`config.mk`:
```
export PLATFORM = sky130hd
export DESIGN_NAME = smi_evt_unit
export DESIGN_NICKNAME = d
export VERILOG_FILES = /design/src/rtl/smi_pkg.sv /design/src/rtl/smi_reg_decode.sv /design/src/rtl/smi_sts_bank.sv /design/src/rtl/smi_evt_unit.sv
export SDC_FILE = /design/constraint.sdc
export NUM_CORES = 1
export LEC_CHECK = 0
export ABC_AREA = 1
export BUFFER_PORTS_ARGS = -buffer_cell sky130_fd_sc_hd__buf_4
export CORE_MARGIN = 5
export CORE_UTILIZATION = 25
export CTS_BUF_LIST = sky130_fd_sc_hd__clkbuf_2 sky130_fd_sc_hd__clkbuf_4 sky130_fd_sc_hd__clkbuf_8
export CTS_CLUSTER_SIZE = 10
export DETAILED_ROUTE_END_ITERATION = 10
export PLACE_DENSITY = 0.54
export SLEW_MARGIN = 20
export SYNTH_ARGS = -nofsm -noshare
export SYNTH_HDL_FRONTEND = slang
export SYNTH_SLANG_ARGS = --single-unit
export TNS_END_PERCENT = 100
```
`constraint.sdc`:
```
create_clock -name clk -period 1.2 [get_ports clk]
set_clock_uncertainty 0.15 [all_clocks]
set_input_delay 0.12 -clock clk [delete_from_list [all_inputs] [get_ports clk]]
set_output_delay 0.12 -clock clk [all_outputs]
set_load 0.03 [all_outputs]
```
`src/rtl/smi_pkg.sv`:
```
package smi_pkg;
  localparam int NEVT   = 7;
  localparam int DATA_W = 16;

  typedef enum int {
    EV_PRI  = 0,
    EV_SEC  = 1,
    EV_GP0  = 2,
    EV_GP1  = 3,
    EV_USB  = 4,
    EV_BIOS = 5,
    EV_SW   = 6
  } evt_idx_e;

  // Next status: a hardware set overrides a software clear
  function automatic logic [NEVT-1:0] sts_next(input logic [NEVT-1:0] cur,
                                               input logic [NEVT-1:0] clr,
                                               input logic [NEVT-1:0] set);
    return (cur & ~clr) | set;
  endfunction

  function automatic logic any_pending(input logic [NEVT-1:0] sts,
                                       input logic [NEVT-1:0] en);
    return |(sts & en);
  endfunction
endpackage

```
`src/rtl/smi_reg_decode.sv`:
```
module smi_reg_decode #(
  parameter int ADDR_W   = 8,
  parameter int DATA_W   = 16,
  parameter int NEVT     = 7,
  parameter logic [ADDR_W-1:0] STS_ADDR = 8'h28,
  parameter logic [ADDR_W-1:0] EN_ADDR  = 8'h2A,
  parameter logic [ADDR_W-1:0] RLS_ADDR = 8'h2C,
  parameter logic [ADDR_W-1:0] CMD_ADDR = 8'h2F
) (
  input  logic              reg_wr,
  input  logic [ADDR_W-1:0] reg_addr,
  input  logic [1:0]        reg_be,
  input  logic [DATA_W-1:0] reg_wdata,
  input  logic [NEVT-1:0]   sts_q,
  input  logic [NEVT-1:0]   en_q,
  input  logic              rls_q,
  output logic [NEVT-1:0]   clr_vec,
  output logic              en_wr,
  output logic              rls_wr,
  output logic              cmd_wr,
  output logic [DATA_W-1:0] reg_rdata
);
  localparam int WA = ADDR_W - 1;
  localparam logic CMD_LANE = CMD_ADDR[0];

  logic hit_sts, hit_en, hit_rls, hit_cmd;

  always_comb begin
    hit_sts = reg_addr[WA:1] == STS_ADDR[WA:1];
    hit_en  = reg_addr[WA:1] == EN_ADDR[WA:1];
    hit_rls = reg_addr[WA:1] == RLS_ADDR[WA:1];
    hit_cmd = reg_addr[WA:1] == CMD_ADDR[WA:1];
  end

  // All defined bits live in the low lane
  assign clr_vec = (reg_wr && hit_sts && reg_be[0]) ? reg_wdata[NEVT-1:0] : '0;
  assign en_wr   = reg_wr && hit_en  && reg_be[0];
  assign rls_wr  = reg_wr && hit_rls && reg_be[0];
  assign cmd_wr  = reg_wr && hit_cmd && reg_be[CMD_LANE];

  always_comb begin
    reg_rdata = '0;
    if (hit_sts)      reg_rdata[NEVT-1:0] = sts_q;
    else if (hit_en)  reg_rdata[NEVT-1:0] = en_q;
    else if (hit_rls) reg_rdata[0]        = rls_q;
  end
endmodule

```
`src/rtl/smi_sts_bank.sv`:
```
module smi_sts_bank #(
  parameter int NEVT = 7
) (
  input  logic            clk,
  input  logic            rst_n,
  input  logic [NEVT-1:0] set_vec,
  input  logic [NEVT-1:0] clr_vec,
  output logic [NEVT-1:0] sts_q
);
  import smi_pkg::*;
  logic [NEVT-1:0] nxt;
  assign nxt = sts_next(sts_q, clr_vec, set_vec);

  for (genvar i = 0; i < NEVT; i++) begin : g_bit
    always_ff @(posedge clk or negedge rst_n) begin
      if (!rst_n) sts_q[i] <= 1'b0;
      else        sts_q[i] <= nxt[i];
    end
  end
endmodule

```
`src/rtl/smi_evt_unit.sv`:
```
module smi_evt_unit #(
  parameter int ADDR_W = 8,
  parameter int DATA_W = 16
) (
  input  logic              clk,
  input  logic              rst_n,
  input  logic              reg_wr,
  input  logic [ADDR_W-1:0] reg_addr,
  input  logic [1:0]        reg_be,
  input  logic [DATA_W-1:0] reg_wdata,
  output logic [DATA_W-1:0] reg_rdata,
  input  logic              evt_pri_act,
  input  logic              evt_sec_tmo,
  input  logic              evt_gp0_tmo,
  input  logic              evt_gp1_tmo,
  input  logic              evt_usb,
  input  logic              gp0_rld_en,
  output logic              gp0_reload,
  output logic              gbl_rls,
  output logic              smi_req
);
  import smi_pkg::*;

  logic [NEVT-1:0] sts_q, en_q, clr_vec, set_vec;
  logic            en_wr, rls_wr, cmd_wr, rls_set;

  smi_reg_decode #(.ADDR_W(ADDR_W), .DATA_W(DATA_W), .NEVT(NEVT)) dec_i (
    .reg_wr(reg_wr), .reg_addr(reg_addr), .reg_be(reg_be), .reg_wdata(reg_wdata),
    .sts_q(sts_q), .en_q(en_q), .rls_q(gbl_rls),
    .clr_vec(clr_vec), .en_wr(en_wr), .rls_wr(rls_wr), .cmd_wr(cmd_wr),
    .reg_rdata(reg_rdata)
  );

  assign rls_set = rls_wr && reg_wdata[0];

  always_comb begin
    set_vec          = '0;
    set_vec[EV_PRI]  = evt_pri_act;
    set_vec[EV_SEC]  = evt_sec_tmo;
    set_vec[EV_GP0]  = evt_gp0_tmo;
    set_vec[EV_GP1]  = evt_gp1_tmo;
    set_vec[EV_USB]  = evt_usb;
    set_vec[EV_BIOS] = rls_set;
    set_vec[EV_SW]   = cmd_wr;
  end

  smi_sts_bank #(.NEVT(NEVT)) bank_i (
    .clk(clk), .rst_n(rst_n), .set_vec(set_vec), .clr_vec(clr_vec), .sts_q(sts_q)
  );

  always_ff @(posedge clk or negedge rst_n) begin
    if (!rst_n) begin
      en_q       <= '0;
      gbl_rls    <= 1'b0;
      smi_req    <= 1'b0;
      gp0_reload <= 1'b0;
    end else begin
      if (en_wr) en_q <= reg_wdata[NEVT-1:0];
      if (rls_wr)                gbl_rls <= reg_wdata[0];
      else if (clr_vec[EV_BIOS]) gbl_rls <= 1'b0;
      smi_req    <= any_pending(sts_q, en_q);
      gp0_reload <= evt_pri_act && gp0_rld_en;
    end
  end
endmodule

```
# After elaboration in Yosys (flattened, before gate mapping)
# Index checks and enable logic that the tools add are counted.
# Widths: inputs -> output; s select.
[totals] register_bits=17 latchBits=0 ramBits=0 romBits=0 input_bits=35 output_inout_bits=19 word_cells=38 mem_count=0
[op_classes] add_sub_neg=0 mul=0 div_mod_pow=0 order_cmp=0 n_eq_ne=4 shift=0 muxes=7 bitwise_logic=4 reduce_logical=12
[ops] op="$eq 7x5->1 const B" count=4
[ops] op="$and 7x7->7" count=2
[ops] op="$mux 7" count=2
[ops] op="$logic_and 1x1->1" count=10
[ops] op="$not 7->7" count=1
[ops] op="$or 7x7->7" count=1
[ops] op="$reduce_or 7->1" count=1
[ops] op="$mux 6" count=1
[ops] op="$mux 1" count=4
[ops] op="$reduce_bool 2->1" count=1

# Longest topological paths before layout
# Gate-level depths: netlist (run 1).
[logic_depth] word_depth=7 mapped_depth=9 depth_no_buf=8

# By module
# From an unflattened synthesis (run 1), not the netlist that was laid out.
[hier_totals] cells_unflattened=156 hier_area_um2=1108.6
[modules_own_cells] module="smi_evt_unit" n_inst=1 cells_per_inst=53 area_per_inst_um2=427.9 seq_area_each_um2=250.2
[modules_own_cells] module="smi_reg_decode" n_inst=1 cells_per_inst=68 area_per_inst_um2=400.4 seq_area_each_um2=0.0
[modules_own_cells] module="smi_sts_bank" n_inst=1 cells_per_inst=35 area_per_inst_um2=280.3 seq_area_each_um2=175.2

# Worst setup path after synthesis (run 1)
# Ideal clock, no wire load.
[synth_timing] path_kind="in2out" from="input reg_addr[6]" to="output reg_rdata[4]" t_arrival_ns=1.100 path_slack_ns=-0.170 stages=6 n_path_buf=1 path_cell_list="inv_1 nand2_1 nor2_4 buf_6 nand2_2 o22ai_1"
[synth_via] elab_chain_cells=3 elab_cells_between_ends=4 classes_between="eq/ne: 2; mux: 2"
[synth_rtl] item="from (decl)" line="smi_evt_unit.sv:8" rtl="input logic [ADDR_W-1:0] reg_addr,"
[synth_rtl] item="$eq 7x5->1" line="smi_reg_decode.sv:30" rtl="hit_en = reg_addr[WA:1] == EN_ADDR[WA:1];"
[synth_rtl] item="$mux 6" line="smi_reg_decode.sv:44" rtl="else if (hit_en) reg_rdata[NEVT-1:0] = en_q;"
[synth_rtl] item="$mux 7 *" line="smi_reg_decode.sv:43" rtl="if (hit_sts) reg_rdata[NEVT-1:0] = sts_q;"
[synth_rtl] item="to (decl)" line="smi_evt_unit.sv:11" rtl="output logic [DATA_W-1:0] reg_rdata,"
# Mark *: on every way between the ends. The rest lies on a longest branch, timed or not.

# Worst setup path in the final report (run 1)
[layout_timing] from="input reg_addr[2]" to="output reg_rdata[5]"
# The elaborated chain is that of the path after synthesis.

==> metrics.log, run 1 <==
INFO  metric areaGrowthSynthToFinish = 81.07%
INFO  metric rr_endpoint = smi_req
INFO  metric seqPwrFrac = 43.1%
INFO  metric worst_ir_drop_vdd = 0.5476 mV
INFO  metric syn-instance-count = 137
INFO  metric cap_violations = 0
INFO  metric holdCritStartpoint = reg_wr
INFO  metric min_path_type = in2reg
INFO  metric pwr_density_cell = 748.9 nW/um^2
INFO  metric post_synthesis_average_cell_area = 7.672 sq um
INFO  metric reg2regPathDepth = 3
INFO  metric hpwl = 2075 um
INFO  metric nets = 249
INFO  metric number_of_global_route_vias_before_repair = 1093
INFO  metric initialDrtViolationCount = 35
INFO  metric routed_wire_length = 3317 um
INFO  metric global_route.usage.total = 11.88%
INFO  metric route.antenna.remaining_nets = 0
INFO  metric outcome = finished, violations left
INFO  metric cts-htree-levels = 1
INFO  metric power_frac_comb = 27.1%
INFO  metric switchingPower = 0.0004117 W
INFO  metric fp.dieArea = 5601 sq um
INFO  metric route.vias.total = 1094
INFO  metric synth.largest_area_cell = sky130_fd_sc_hd__dfrtp_1
INFO  metric setup_viol = 3
INFO  metric route.detailed.wl_per_inst = 12.61 um
INFO  metric die_x = 74.84 um
INFO  metric power.switching_fraction = 28.88%
INFO  metric leakage = 0.9898 nW
INFO  metric place.gp.congestion = 0.7581
INFO  metric whs_endpoint = bank_i.sts_q[6]
INFO  metric detailedPlace.worstSlack = -0.1846 ns
INFO  metric num_antenna_cells = 0
INFO  metric regToRegSetupSlack = 0.07 ns
INFO  metric worst-setup-path-type = in2out
INFO  metric grt_pass1_wl = 5119 um
INFO  metric failed_checks = setup timing
INFO  metric worst_r2r_startpoint = en_q[0]
INFO  metric grt_max_degree = 18
INFO  metric die-height = 74.84 um
INFO  metric finalMaxSlewViolations = 0
INFO  metric grt_antenna_before_repair = 0
INFO  metric tritoncts = built
INFO  metric synth_cell_type_count = 20
INFO  metric post-synth-top-area-fraction = 40.48%
INFO  metric final_layout_size_suffix_gt1_share = 50.70%
INFO  metric syn_area = 1051 sq um
INFO  metric yosys_warnings = 0
INFO  metric drt_drc_violations_left = 0
INFO  metric layout_setup_ws = -0.07070 ns
INFO  metric cell_internal_pwr = 0.001014 W
INFO  metric ys_top_cells_by_area = sky130_fd_sc_hd__dfrtp_1, sky130_fd_sc_hd__nand2_1, sky130_fd_sc_hd__inv_1, sky130_fd_sc_hd__buf_4, sky130_fd_sc_hd__o21ai_2
INFO  metric share_of_synthesized_area_occupied_by_flip_flops_and_latches = 40.48%
INFO  metric clkSlewWorstSetupHoldPaths = 0.07 ns
INFO  metric cts_made_buffers = 3
INFO  metric filler_cell_count = 393
INFO  metric vias_per_cell = 4.160
INFO  metric min_period = 1.271 ns
INFO  metric floorplan.rows = 23
INFO  metric floorplan.io_pins = 54
INFO  metric start_util = 26.09%
INFO  metric critical_path.endpoint_type = primary output
INFO  metric clock_power_share = 29.9%
INFO  metric cts-root-buf = sky130_fd_sc_hd__clkbuf_8
INFO  metric worst-endpoint-arrival = 1.00 ns
INFO  metric insertion_delay = 0.25 ns
INFO  metric setup.worst_path.start_class = input port
INFO  metric clock_sink_total = 17
INFO  metric clock_path_buffers = 2
INFO  metric hold_ws = 0.009023 ns
INFO  metric clock.fmax = 787.0 MHz
INFO  metric detailedRoute.firstPassIterationCount = 4
INFO  metric worstHoldPathCells = 3
INFO  metric core_region_area = 4029 sq um
INFO  metric hold_viol = 0
INFO  metric grt_overflow = 0
INFO  metric ys_ff_latch = 17
INFO  metric finalCritPeriodShare = 105.9%
INFO  metric timing.critical_path.required = 0.93 ns
INFO  metric worst_setup_path_startpoint = reg_addr[2]
INFO  metric place.port_buffers = 34
INFO  metric rsz0062_at_grt = yes
INFO  metric worst-path-max-fanout = 4
-- cell usage after synthesis --
cell type	number
sky130_fd_sc_hd__nand2_1	47
sky130_fd_sc_hd__inv_1	22
sky130_fd_sc_hd__dfrtp_1	17
sky130_fd_sc_hd__buf_4	9
sky130_fd_sc_hd__nand3_1	7
sky130_fd_sc_hd__o21ai_2	7
sky130_fd_sc_hd__nand2_2	5
sky130_fd_sc_hd__nand4_1	4
sky130_fd_sc_hd__nor2_1	3
sky130_fd_sc_hd__o22ai_1	3
sky130_fd_sc_hd__buf_6	2
sky130_fd_sc_hd__inv_2	2
sky130_fd_sc_hd__nor2_4	2
sky130_fd_sc_hd__a21oi_1	1
sky130_fd_sc_hd__a221oi_1	1
sky130_fd_sc_hd__conb_1	1
sky130_fd_sc_hd__nand3_4	1
sky130_fd_sc_hd__nand3b_1	1
sky130_fd_sc_hd__nor3_1	1
sky130_fd_sc_hd__nor3_4	1
-- power by group through the flow --
stage | Sequential [W] | Clock [W] | Combinational, W
final | 0.000614 | 0.000426 | 0.000386
after global routing | 0.000616 | 0.000464 | 0.000419
after CTS | 0.000611 | 0.000438 | 0.000350
after detailed placement | 0.000625 | 0 | 0.000265
after global placement | 0.000625 | 0 | 0.000265
after floorplan | 0.000643 | 0 | 0.000139
-- placed cells by master (no fill, tap or decap) --
cell / n
sky130_fd_sc_hd__inv_4: 3
sky130_fd_sc_hd__nand2_4: 4
sky130_fd_sc_hd__nand3_2: 5
sky130_fd_sc_hd__o21ai_2: 7
sky130_fd_sc_hd__nor2_4: 3
sky130_fd_sc_hd__conb_1: 9
sky130_fd_sc_hd__a21oi_1: 1
sky130_fd_sc_hd__clkbuf_8: 3
sky130_fd_sc_hd__nand3_1: 2
sky130_fd_sc_hd__nand2_2: 11
sky130_fd_sc_hd__buf_4: 43
sky130_fd_sc_hd__nand2_1: 37
sky130_fd_sc_hd__nand4_1: 4
sky130_fd_sc_hd__dlygate4sd3_1: 15
sky130_fd_sc_hd__inv_1: 16
sky130_fd_sc_hd__nor3_4: 1
sky130_fd_sc_hd__buf_8: 1
sky130_fd_sc_hd__a221oi_2: 1
sky130_fd_sc_hd__dfrtp_1: 17
sky130_fd_sc_hd__inv_2: 4
sky130_fd_sc_hd__nor2_2: 1
sky130_fd_sc_hd__nor3_1: 1
sky130_fd_sc_hd__inv_8: 1
sky130_fd_sc_hd__nor2_1: 1
sky130_fd_sc_hd__o22ai_1: 1
sky130_fd_sc_hd__buf_6: 15
sky130_fd_sc_hd__o22ai_4: 2
sky130_fd_sc_hd__nand3b_1: 1
sky130_fd_sc_hd__nand3_4: 2
sky130_fd_sc_hd__clkinv_2: 1
-- critical path, stage by stage --
cell	delay, ns
sky130_fd_sc_hd__buf_6	0.11
sky130_fd_sc_hd__inv_4	0.06
sky130_fd_sc_hd__nand2_4	0.05
sky130_fd_sc_hd__nor2_4	0.11
sky130_fd_sc_hd__nand2_2	0.07
sky130_fd_sc_hd__buf_6	0.13
sky130_fd_sc_hd__o22ai_4	0.18
sky130_fd_sc_hd__buf_6	0.16
-- state kept, by name (all words and copies together) (netlist names) --
signal	flops
bank_i.sts_q	7
en_q	7
gbl_rls	1
gp0_reload	1
smi_req	1
-- per-layer routing --
metal / share of wire (%) / up-vias / GRT usage [%]
met3: 3.8 / 4 / 2.937
met2: 52 / 25 / 20.79
met5: 0 / - / 0
li1: - / 560 / -
met1: 43 / 505 / 14.48
met4: 1.3 / 0 / 3.162
-- area by class of cell --
class / count / area, sq um / share of cell area, %
clock buffer: 3 / 41.29 / 2.170
clock inverter: 1 / 5.005 / 0.2630
inverter: 24 / 105.1 / 5.523
multi-input combinational: 94 / 606.8 / 31.89
sequential: 17 / 425.4 / 22.35
tap: 50 / 62.56 / 3.287
timing repair buffer: 74 / 656.9 / 34.52
-- per-stage QoR --
stage | area [sq um] | total power [W] | cells | setup TNS [ns] | util, %
global route | 1903 | 0.001499 | 263 | -0.4784 | 47.24
detailed placement | 1399 | 0.0008903 | 228 | -3.057 | 34.72
global placement | 1399 | 0.0008894 | 228 | -2.739 | 34.72
floorplan | 1096 | 0.0007818 | 145 | -0.3409 | -
finish | 1903 | 0.001425 | 263 | -0.1643 | 47.24
CTS | 1779 | 0.001399 | 258 | -0.1555 | 44.16
-- logic make-up after synthesis --
kind of cell	Yosys count	synth area share (%)
AO/OA/AOI/OAI	12	8.929
buffers and inverters	35	17.14
flip-flops	17	40.48
other	1	0.3568
AND/OR/NAND/NOR	72	33.09
-- worst max path at each step --
stage,depth (start not counted),endpoint,slack (ns)
floorplan,6,reg_rdata[4],-0.17
global placement,8,en_q[4],-0.16
detailed placement,8,reg_rdata[4],-0.18
CTS,3,reg_rdata[4],-0.07
global route,3,reg_rdata[4],-0.11
finish,8,reg_rdata[5],-0.07
-- timing repair --
action                     in CTS  in global routing
cloned                          0                  1
hold endpoints to repair       31                  0
gates resized for setup        30                 22
buffers inserted               11                  4
hold buffers                   15                  0
setup endpoints to repair       7                 21
pin swaps                      11                 13
No activity file was read; power rests on OpenSTA's default activity.
==> run 2: changes to the inputs <==
--- a/config.mk
+++ b/config.mk
@@ -5,14 +5,14 @@
 export SDC_FILE = /design/constraint.sdc
 export NUM_CORES = 1
 export LEC_CHECK = 0
-export ABC_AREA = 1
+export ABC_CLOCK_PERIOD_IN_PS = 1200
 export BUFFER_PORTS_ARGS = -buffer_cell sky130_fd_sc_hd__buf_4
 export CORE_MARGIN = 5
 export CORE_UTILIZATION = 25
 export CTS_BUF_LIST = sky130_fd_sc_hd__clkbuf_2 sky130_fd_sc_hd__clkbuf_4 sky130_fd_sc_hd__clkbuf_8
 export CTS_CLUSTER_SIZE = 10
 export DETAILED_ROUTE_END_ITERATION = 10
-export PLACE_DENSITY = 0.54
+export PLACE_DENSITY = 0.55
 export SLEW_MARGIN = 20
 export SYNTH_ARGS = -nofsm -noshare
 export SYNTH_HDL_FRONTEND = slang
==> run 2 against run 1 <==
Effect of this change:
- area after synthesis down 7.9%
- clock-buffer cell count grew 1
- clock power grew 2%
- via count decreased by 15%
- first-iteration DRC count is 46% lower
- the flow still finishes with violations (setup timing)
==> metrics.log, run 2 <==
INFO  metric cell_internal_pwr = 0.001027 W
INFO  metric post_synthesis_average_cell_area = 11.13 sq um
INFO  metric route.detailed.wl_per_inst = 13.67 um
INFO  metric outcome = finished, violations left
INFO  metric detailedRoute.firstPassIterationCount = 4
INFO  metric core_region_area = 3716 sq um
INFO  metric crit_path_cell_trace = mux2i_1 -> o21a_1 -> nor2_4 -> buf_6
INFO  metric synth_cell_type_count = 30
INFO  metric place.gp.congestion = 0.7550
INFO  metric num_antenna_cells = 0
INFO  metric grt_overflow = 0
INFO  metric seqPwrFrac = 44.0%
INFO  metric switchingPower = 0.0003618 W
INFO  metric ys_top_cells_by_area = sky130_fd_sc_hd__dfrtp_1, sky130_fd_sc_hd__mux2_2, sky130_fd_sc_hd__buf_4, sky130_fd_sc_hd__mux2i_1, sky130_fd_sc_hd__nand4_1
INFO  metric worst-path-max-fanout = 2
INFO  metric synth_edf_count = 0
INFO  metric power.switching_fraction = 26.05%
INFO  metric floorplan.io_pins = 54
INFO  metric die-height = 72.24 um
INFO  metric worst_path_largest_cell_delay = 0.41 ns
INFO  metric clock_path_buffers = 2
INFO  metric asyncSetResetFlopFracSynth = 100.0%
INFO  metric vias_per_cell = 4.524
INFO  metric post-synth-top-area-fraction = 43.93%
INFO  metric final_cell_mix = sky130_fd_sc_hd__buf_4, sky130_fd_sc_hd__dfrtp_1, sky130_fd_sc_hd__dlygate4sd3_1, sky130_fd_sc_hd__conb_1, sky130_fd_sc_hd__buf_6
INFO  metric most_common_cell_after_layout_fill_and_taps_aside = sky130_fd_sc_hd__buf_4
INFO  metric ys_ff_latch = 17
INFO  metric slowest_stage = sky130_fd_sc_hd__dfrtp_2
INFO  metric syn-instance-count = 87
INFO  metric synth.largest_area_cell = sky130_fd_sc_hd__dfrtp_1
INFO  metric clkSlewWorstSetupHoldPaths = 0.06 ns
INFO  metric layoutNonFillerInstCount = 206
INFO  metric routed_wire_length = 2816 um
INFO  metric die_x = 72.24 um
INFO  metric power_frac_comb = 24.6%
INFO  metric cap_violations = 0
INFO  metric worst_ir_drop_vdd = 0.5573 mV
INFO  metric worst-endpoint-arrival = 1.17 ns
INFO  metric rsz0062_at_grt = yes
INFO  metric critPathBufInv = 1
INFO  metric timing.critical_path.required = 0.93 ns
INFO  metric setup.worst_path.start_class = flop
INFO  metric finalInstanceArea = 1708 sq um
INFO  metric nets = 194
INFO  metric grt_pass1_wl = 4374 um
INFO  metric tritoncts = built
INFO  metric finalCritPeriodShare = 120.1%
INFO  metric share_of_synthesized_area_occupied_by_flip_flops_and_latches = 43.93%
INFO  metric cts_made_buffers = 3
INFO  metric reg.largest.list = bank_i.sts_q (7), en_q (7)
INFO  metric worst_r2r_startpoint = bank_i.sts_q[0]
INFO  metric place.port_buffers = 34
INFO  metric synth.top_cells.by_count = sky130_fd_sc_hd__dfrtp_1, sky130_fd_sc_hd__buf_4
INFO  metric detailedPlace.worstSlack = -0.2475 ns
INFO  metric worst-setup-path-type = reg2out
INFO  metric global_route.usage.total = 10.69%
INFO  metric grt_antenna_before_repair = 0
INFO  metric floorplan.rows = 22
INFO  metric cts-root-buf = sky130_fd_sc_hd__clkbuf_8
INFO  metric number_of_global_route_vias_before_repair = 974
INFO  metric clock_power_share = 31.4%
INFO  metric leakage = 0.7831 nW
INFO  metric hpwl = 1992 um
INFO  metric grt_max_degree = 18
INFO  metric min_period = 1.441 ns
INFO  metric pwr_density_cell = 813.2 nW/um^2
INFO  metric hold_viol = 0
INFO  metric yosysMostFrequentCell = sky130_fd_sc_hd__dfrtp_1
INFO  metric worst_setup_path_startpoint = gbl_rls
INFO  metric hold_ws = 0.02211 ns
INFO  metric syn_area = 968.4 sq um
INFO  metric route.antenna.remaining_nets = 0
INFO  metric final_layout_size_suffix_gt1_share = 55.70%
INFO  metric route.vias.total = 932
INFO  metric numPlacedInstances = 171
INFO  metric placedInstanceArea = 1331 sq um
INFO  metric fp.dieArea = 5219 sq um
INFO  metric clock_sink_total = 17
INFO  metric areaGrowthSynthToFinish = 76.36%
INFO  metric insertion_delay = 0.24 ns
INFO  metric cts-htree-levels = 1
INFO  metric clock.fmax = 693.8 MHz
INFO  metric synth_flop_cell = sky130_fd_sc_hd__dfrtp_1
INFO  metric filler_cell_count = 374
INFO  metric start_util = 26.06%
INFO  metric worst_path_dominant_cell_family = flip-flops
INFO  metric layout_setup_ws = -0.2414 ns
INFO  metric failed_checks = setup timing
INFO  metric finalMaxSlewViolations = 0
INFO  metric critical_path.endpoint_type = primary output
INFO  metric holdCritStartpoint = reg_be[1]
INFO  metric initialDrtViolationCount = 19
INFO  metric setup_viol = 8
INFO  metric setup_total_negative_slack = -0.9143 ns
INFO  metric min_path_type = in2reg
INFO  metric drt_drc_violations_left = 0
INFO  metric yosys_warnings = 0
## run 2: power by group through the flow
| stage | logic (W) | registers [W] | clock network [W] |
|---|---|---|---|
| CTS | 0.000340 | 0.000610 | 0.000454 |
| global route | 0.000365 | 0.000613 | 0.000476 |
| floorplan | 0.000149 | 0.000640 | 0 |
| global placement | 0.000263 | 0.000622 | 0 |
| detailed placement | 0.000266 | 0.000623 | 0 |
| finish | 0.000342 | 0.000611 | 0.000436 |
## run 2: cell families (layout without fill, tap and decap cells)
family          Yosys count  in the layout  share of synthesized area, %
compound gates           14             14                         11.76
buf+inv                  15             78                         10.72
flops                    17             17                         43.93
mux                      14             14                         15.38
other cells               1              9                        0.3872
simple gates             26             26                         17.83
## run 2: final cells by class
| cell class | count | area, sq um | share of cell area (%) |
|---|---|---|---|
| Inverter | 2 | 7.507 | 0.4396 |
| Sequential cell | 17 | 426.7 | 24.98 |
| Timing Repair Buffer | 72 | 609.3 | 35.68 |
| Tap cell | 48 | 60.06 | 3.516 |
| Multi-Input combinational cell | 63 | 555.5 | 32.53 |
| Clock buffer | 4 | 48.80 | 2.857 |
## run 2: through the flow
step | power (W) | utilization (%)
after floorplan | 0.0007894 | -
after global placement | 0.0008854 | 35.82
after detailed placement | 0.0008896 | 35.82
after CTS | 0.001404 | 45.25
after global routing | 0.001454 | 45.96
final | 0.001389 | 45.96
## run 2: final timing paths
path	endpoint	slack, ns	cells past startpoint
hold / removal	bank_i.sts_q[6]	0.02	3
setup reg to reg	smi_req	-0.12	4
max in group asynchronous	gbl_rls	0.57	2
setup / recovery	reg_rdata[0]	-0.24	4
hold reg to reg	en_q[0]	0.42	1
min in group asynchronous	bank_i.sts_q[4]	0.13	2
## run 2: worst reg2reg max path, stage by stage, from the launching register on
cell and delay (ns):
sky130_fd_sc_hd__dfrtp_1 0.39, sky130_fd_sc_hd__buf_4 0.14, sky130_fd_sc_hd__buf_4 0.13, sky130_fd_sc_hd__a222oi_1 0.24, sky130_fd_sc_hd__nand3_1 0.13
## run 2: per-layer routing
layer  vias up  global-route usage [%]  share of wire, %
met2        27                   20.02                54
met5         -                       0                 0
met1       460                   12.38                40
li1        443                       -                 -
met3         2                   3.324               6.2
met4         0                  0.6263              0.21
## run 2: timing repair
action                                  in CTS  in global routing
hold buffers                                14                  0
buffers inserted                            14                  3
pin swaps                                    9                  6
hold endpoints to repair                    30                  0
endpoints found under the setup margin       8                 19
gates resized for setup                     15                  1
==> run 3: changes to the inputs <==
--- a/config.mk
+++ b/config.mk
@@ -12,7 +12,7 @@
 export CTS_BUF_LIST = sky130_fd_sc_hd__clkbuf_2 sky130_fd_sc_hd__clkbuf_4 sky130_fd_sc_hd__clkbuf_8
 export CTS_CLUSTER_SIZE = 10
 export DETAILED_ROUTE_END_ITERATION = 10
-export PLACE_DENSITY = 0.55
+export PLACE_DENSITY_LB_ADDON = 0.1
 export SLEW_MARGIN = 20
 export SYNTH_ARGS = -nofsm -noshare
 export SYNTH_HDL_FRONTEND = slang
==> run 3 against run 2 <==
Effect of this change:
- the run still ends with setup timing left
- cell area rose by 0.37%
- fmax rose by 1.8%
- utilization rose by 0.17 points
==> metrics.log, run 3 (synthesized netlist as in run 2, its figures left out) <==
INFO  metric die_x = 72.24 um
INFO  metric die-height = 72.24 um
INFO  metric placedInstanceArea = 1346 sq um
INFO  metric leakage = 0.7735 nW
INFO  metric place.gp.congestion = 0.7759
INFO  metric detailedPlace.worstSlack = -0.2215 ns
INFO  metric cts-htree-levels = 1
INFO  metric numPlacedInstances = 173
INFO  metric critPathBufInv = 1
INFO  metric worst-endpoint-arrival = 1.15 ns
INFO  metric timing.critical_path.required = 0.93 ns
INFO  metric start_util = 26.06%
INFO  metric filler_cell_count = 373
INFO  metric grt_antenna_before_repair = 0
INFO  metric finalInstanceArea = 1714 sq um
INFO  metric grt_pass1_wl = 4540 um
INFO  metric worst_path_largest_cell_delay = 0.41 ns
INFO  metric setup_viol = 10
INFO  metric clock_sink_total = 17
INFO  metric rsz0062_at_grt = yes
INFO  metric core_region_area = 3716 sq um
INFO  metric routed_wire_length = 2692 um
INFO  metric hold_ws = 0.01316 ns
INFO  metric detailedRoute.firstPassIterationCount = 4
INFO  metric crit_path_cell_trace = mux2i_1 -> o21a_1 -> nor2_4 -> buf_6
INFO  metric worst-setup-path-type = reg2out
INFO  metric finalMaxSlewViolations = 0
INFO  metric cts-root-buf = sky130_fd_sc_hd__clkbuf_8
INFO  metric initialDrtViolationCount = 22
INFO  metric floorplan.io_pins = 54
INFO  metric clock.fmax = 706.2 MHz
INFO  metric final_layout_size_suffix_gt1_share = 55.70%
INFO  metric num_antenna_cells = 0
INFO  metric most_common_cell_after_layout_fill_and_taps_aside = sky130_fd_sc_hd__buf_4
INFO  metric pwr_density_cell = 804.9 nW/um^2
INFO  metric min_path_type = in2reg
INFO  metric min_period = 1.416 ns
INFO  metric tritoncts = built
INFO  metric outcome = finished, violations left
INFO  metric number_of_global_route_vias_before_repair = 985
INFO  metric route.antenna.remaining_nets = 0
INFO  metric worst_ir_drop_vdd = 0.4920 mV
INFO  metric hpwl = 1946 um
INFO  metric route.detailed.wl_per_inst = 13.07 um
INFO  metric cap_violations = 0
INFO  metric grt_overflow = 0
INFO  metric setup.worst_path.start_class = flop
INFO  metric route.vias.total = 906
INFO  metric failed_checks = setup timing
INFO  metric hold_viol = 0
INFO  metric critical_path.endpoint_type = primary output
INFO  metric slowest_stage = sky130_fd_sc_hd__dfrtp_2
INFO  metric clkSlewWorstSetupHoldPaths = 0.07 ns
INFO  metric grt_max_degree = 18
INFO  metric finalCritPeriodShare = 118.0%
INFO  metric vias_per_cell = 4.398
INFO  metric worst-path-max-fanout = 2
INFO  metric cts_made_buffers = 3
INFO  metric place.port_buffers = 34
INFO  metric final_cell_mix = sky130_fd_sc_hd__buf_4, sky130_fd_sc_hd__dfrtp_1, sky130_fd_sc_hd__dlygate4sd3_1, sky130_fd_sc_hd__conb_1, sky130_fd_sc_hd__buf_6
INFO  metric areaGrowthSynthToFinish = 77.00%
INFO  metric insertion_delay = 0.25 ns
INFO  metric drt_drc_violations_left = 0
INFO  metric fp.dieArea = 5219 sq um
INFO  metric reg.largest.list = bank_i.sts_q (7), en_q (7)
INFO  metric setup_total_negative_slack = -0.8872 ns
INFO  metric worst_path_dominant_cell_family = flip-flops
INFO  metric nets = 194
INFO  metric clock_path_buffers = 2
INFO  metric layout_setup_ws = -0.2160 ns
INFO  metric layoutNonFillerInstCount = 206
INFO  metric global_route.usage.total = 11.20%
INFO  metric floorplan.rows = 22
[run 3: cell count changes in the layout (fill, tap and decap cells not counted)]
cell,change
sky130_fd_sc_hd__clkbuf_4,-1
sky130_fd_sc_hd__clkinv_2,+1
sky130_fd_sc_hd__nand2_4,-1
sky130_fd_sc_hd__nand2_8,+1
[run 3: through the flow]
| step | utilization (%) | power (W) |
|---|---|---|
| floorplan | - | 0.0007894 |
| global placement | 36.23 | 0.0008915 |
| detailed placement | 36.23 | 0.0008915 |
| CTS | 45.62 | 0.001400 |
| global route | 46.13 | 0.001462 |
| finish | 46.13 | 0.001380 |
[run 3: area by class of cell]
type | instances | area (sq um) | area share [%]
sequential | 17 | 426.7 | 24.89
timing repair buffer | 72 | 609.3 | 35.55
clock buffer | 3 | 41.29 | 2.409
multi-input combinational | 63 | 564.3 | 32.92
tap | 48 | 60.06 | 3.504
inverter | 2 | 7.507 | 0.4380
clock inverter | 1 | 5.005 | 0.2920
[run 3: power by group]
part           switching (W)  leakage (nW)  internal, W
Sequential         0.0000138         0.206     0.000597
Combinational       0.000167         0.542     0.000175
Clock               0.000196        0.0255     0.000230
[run 3: worst reg2reg max path: stages (launching register included)]
cell and delay, ns:
sky130_fd_sc_hd__dfrtp_1 0.40, sky130_fd_sc_hd__buf_6 0.13, sky130_fd_sc_hd__a222oi_1 0.33, sky130_fd_sc_hd__nand3_1 0.12
[run 3: per-layer routing]
| metal | up-vias | part of all wire, % | GRT usage (%) |
|---|---|---|---|
| li1 | 448 | - | - |
| met2 | 25 | 51 | 20.02 |
| met3 | 4 | 6.2 | 3.047 |
| met4 | 0 | 0.74 | 2.505 |
| met1 | 429 | 42 | 13.29 |
| met5 | - | 0 | 0 |
[run 3: repair_timing]
| action | in CTS | in global routing |
|---|---|---|
| buffers inserted | 13 | 2 |
| hold endpoints to repair | 30 | 0 |
| hold buffers | 14 | 0 |
| resized for setup | 16 | 1 |
| setup endpoints to repair | 8 | 20 |
| pin swaps | 9 | 3 |
[run 3: final timing paths]
| check | from | to | slack [ns] | cells past startpoint |
|---|---|---|---|---|
| hold / removal | reg_be[1] | bank_i.sts_q[6] | 0.01 | 3 |
| hold reg to reg | en_q[0] | en_q[0] | 0.40 | 1 |
| setup reg to reg | en_q[3] | smi_req | -0.05 | 3 |
| max in group asynchronous | rst_n | gbl_rls | 0.57 | 2 |
| setup / recovery | gbl_rls | reg_rdata[0] | -0.22 | 4 |
| min in group asynchronous | rst_n | en_q[4] | 0.11 | 2 |
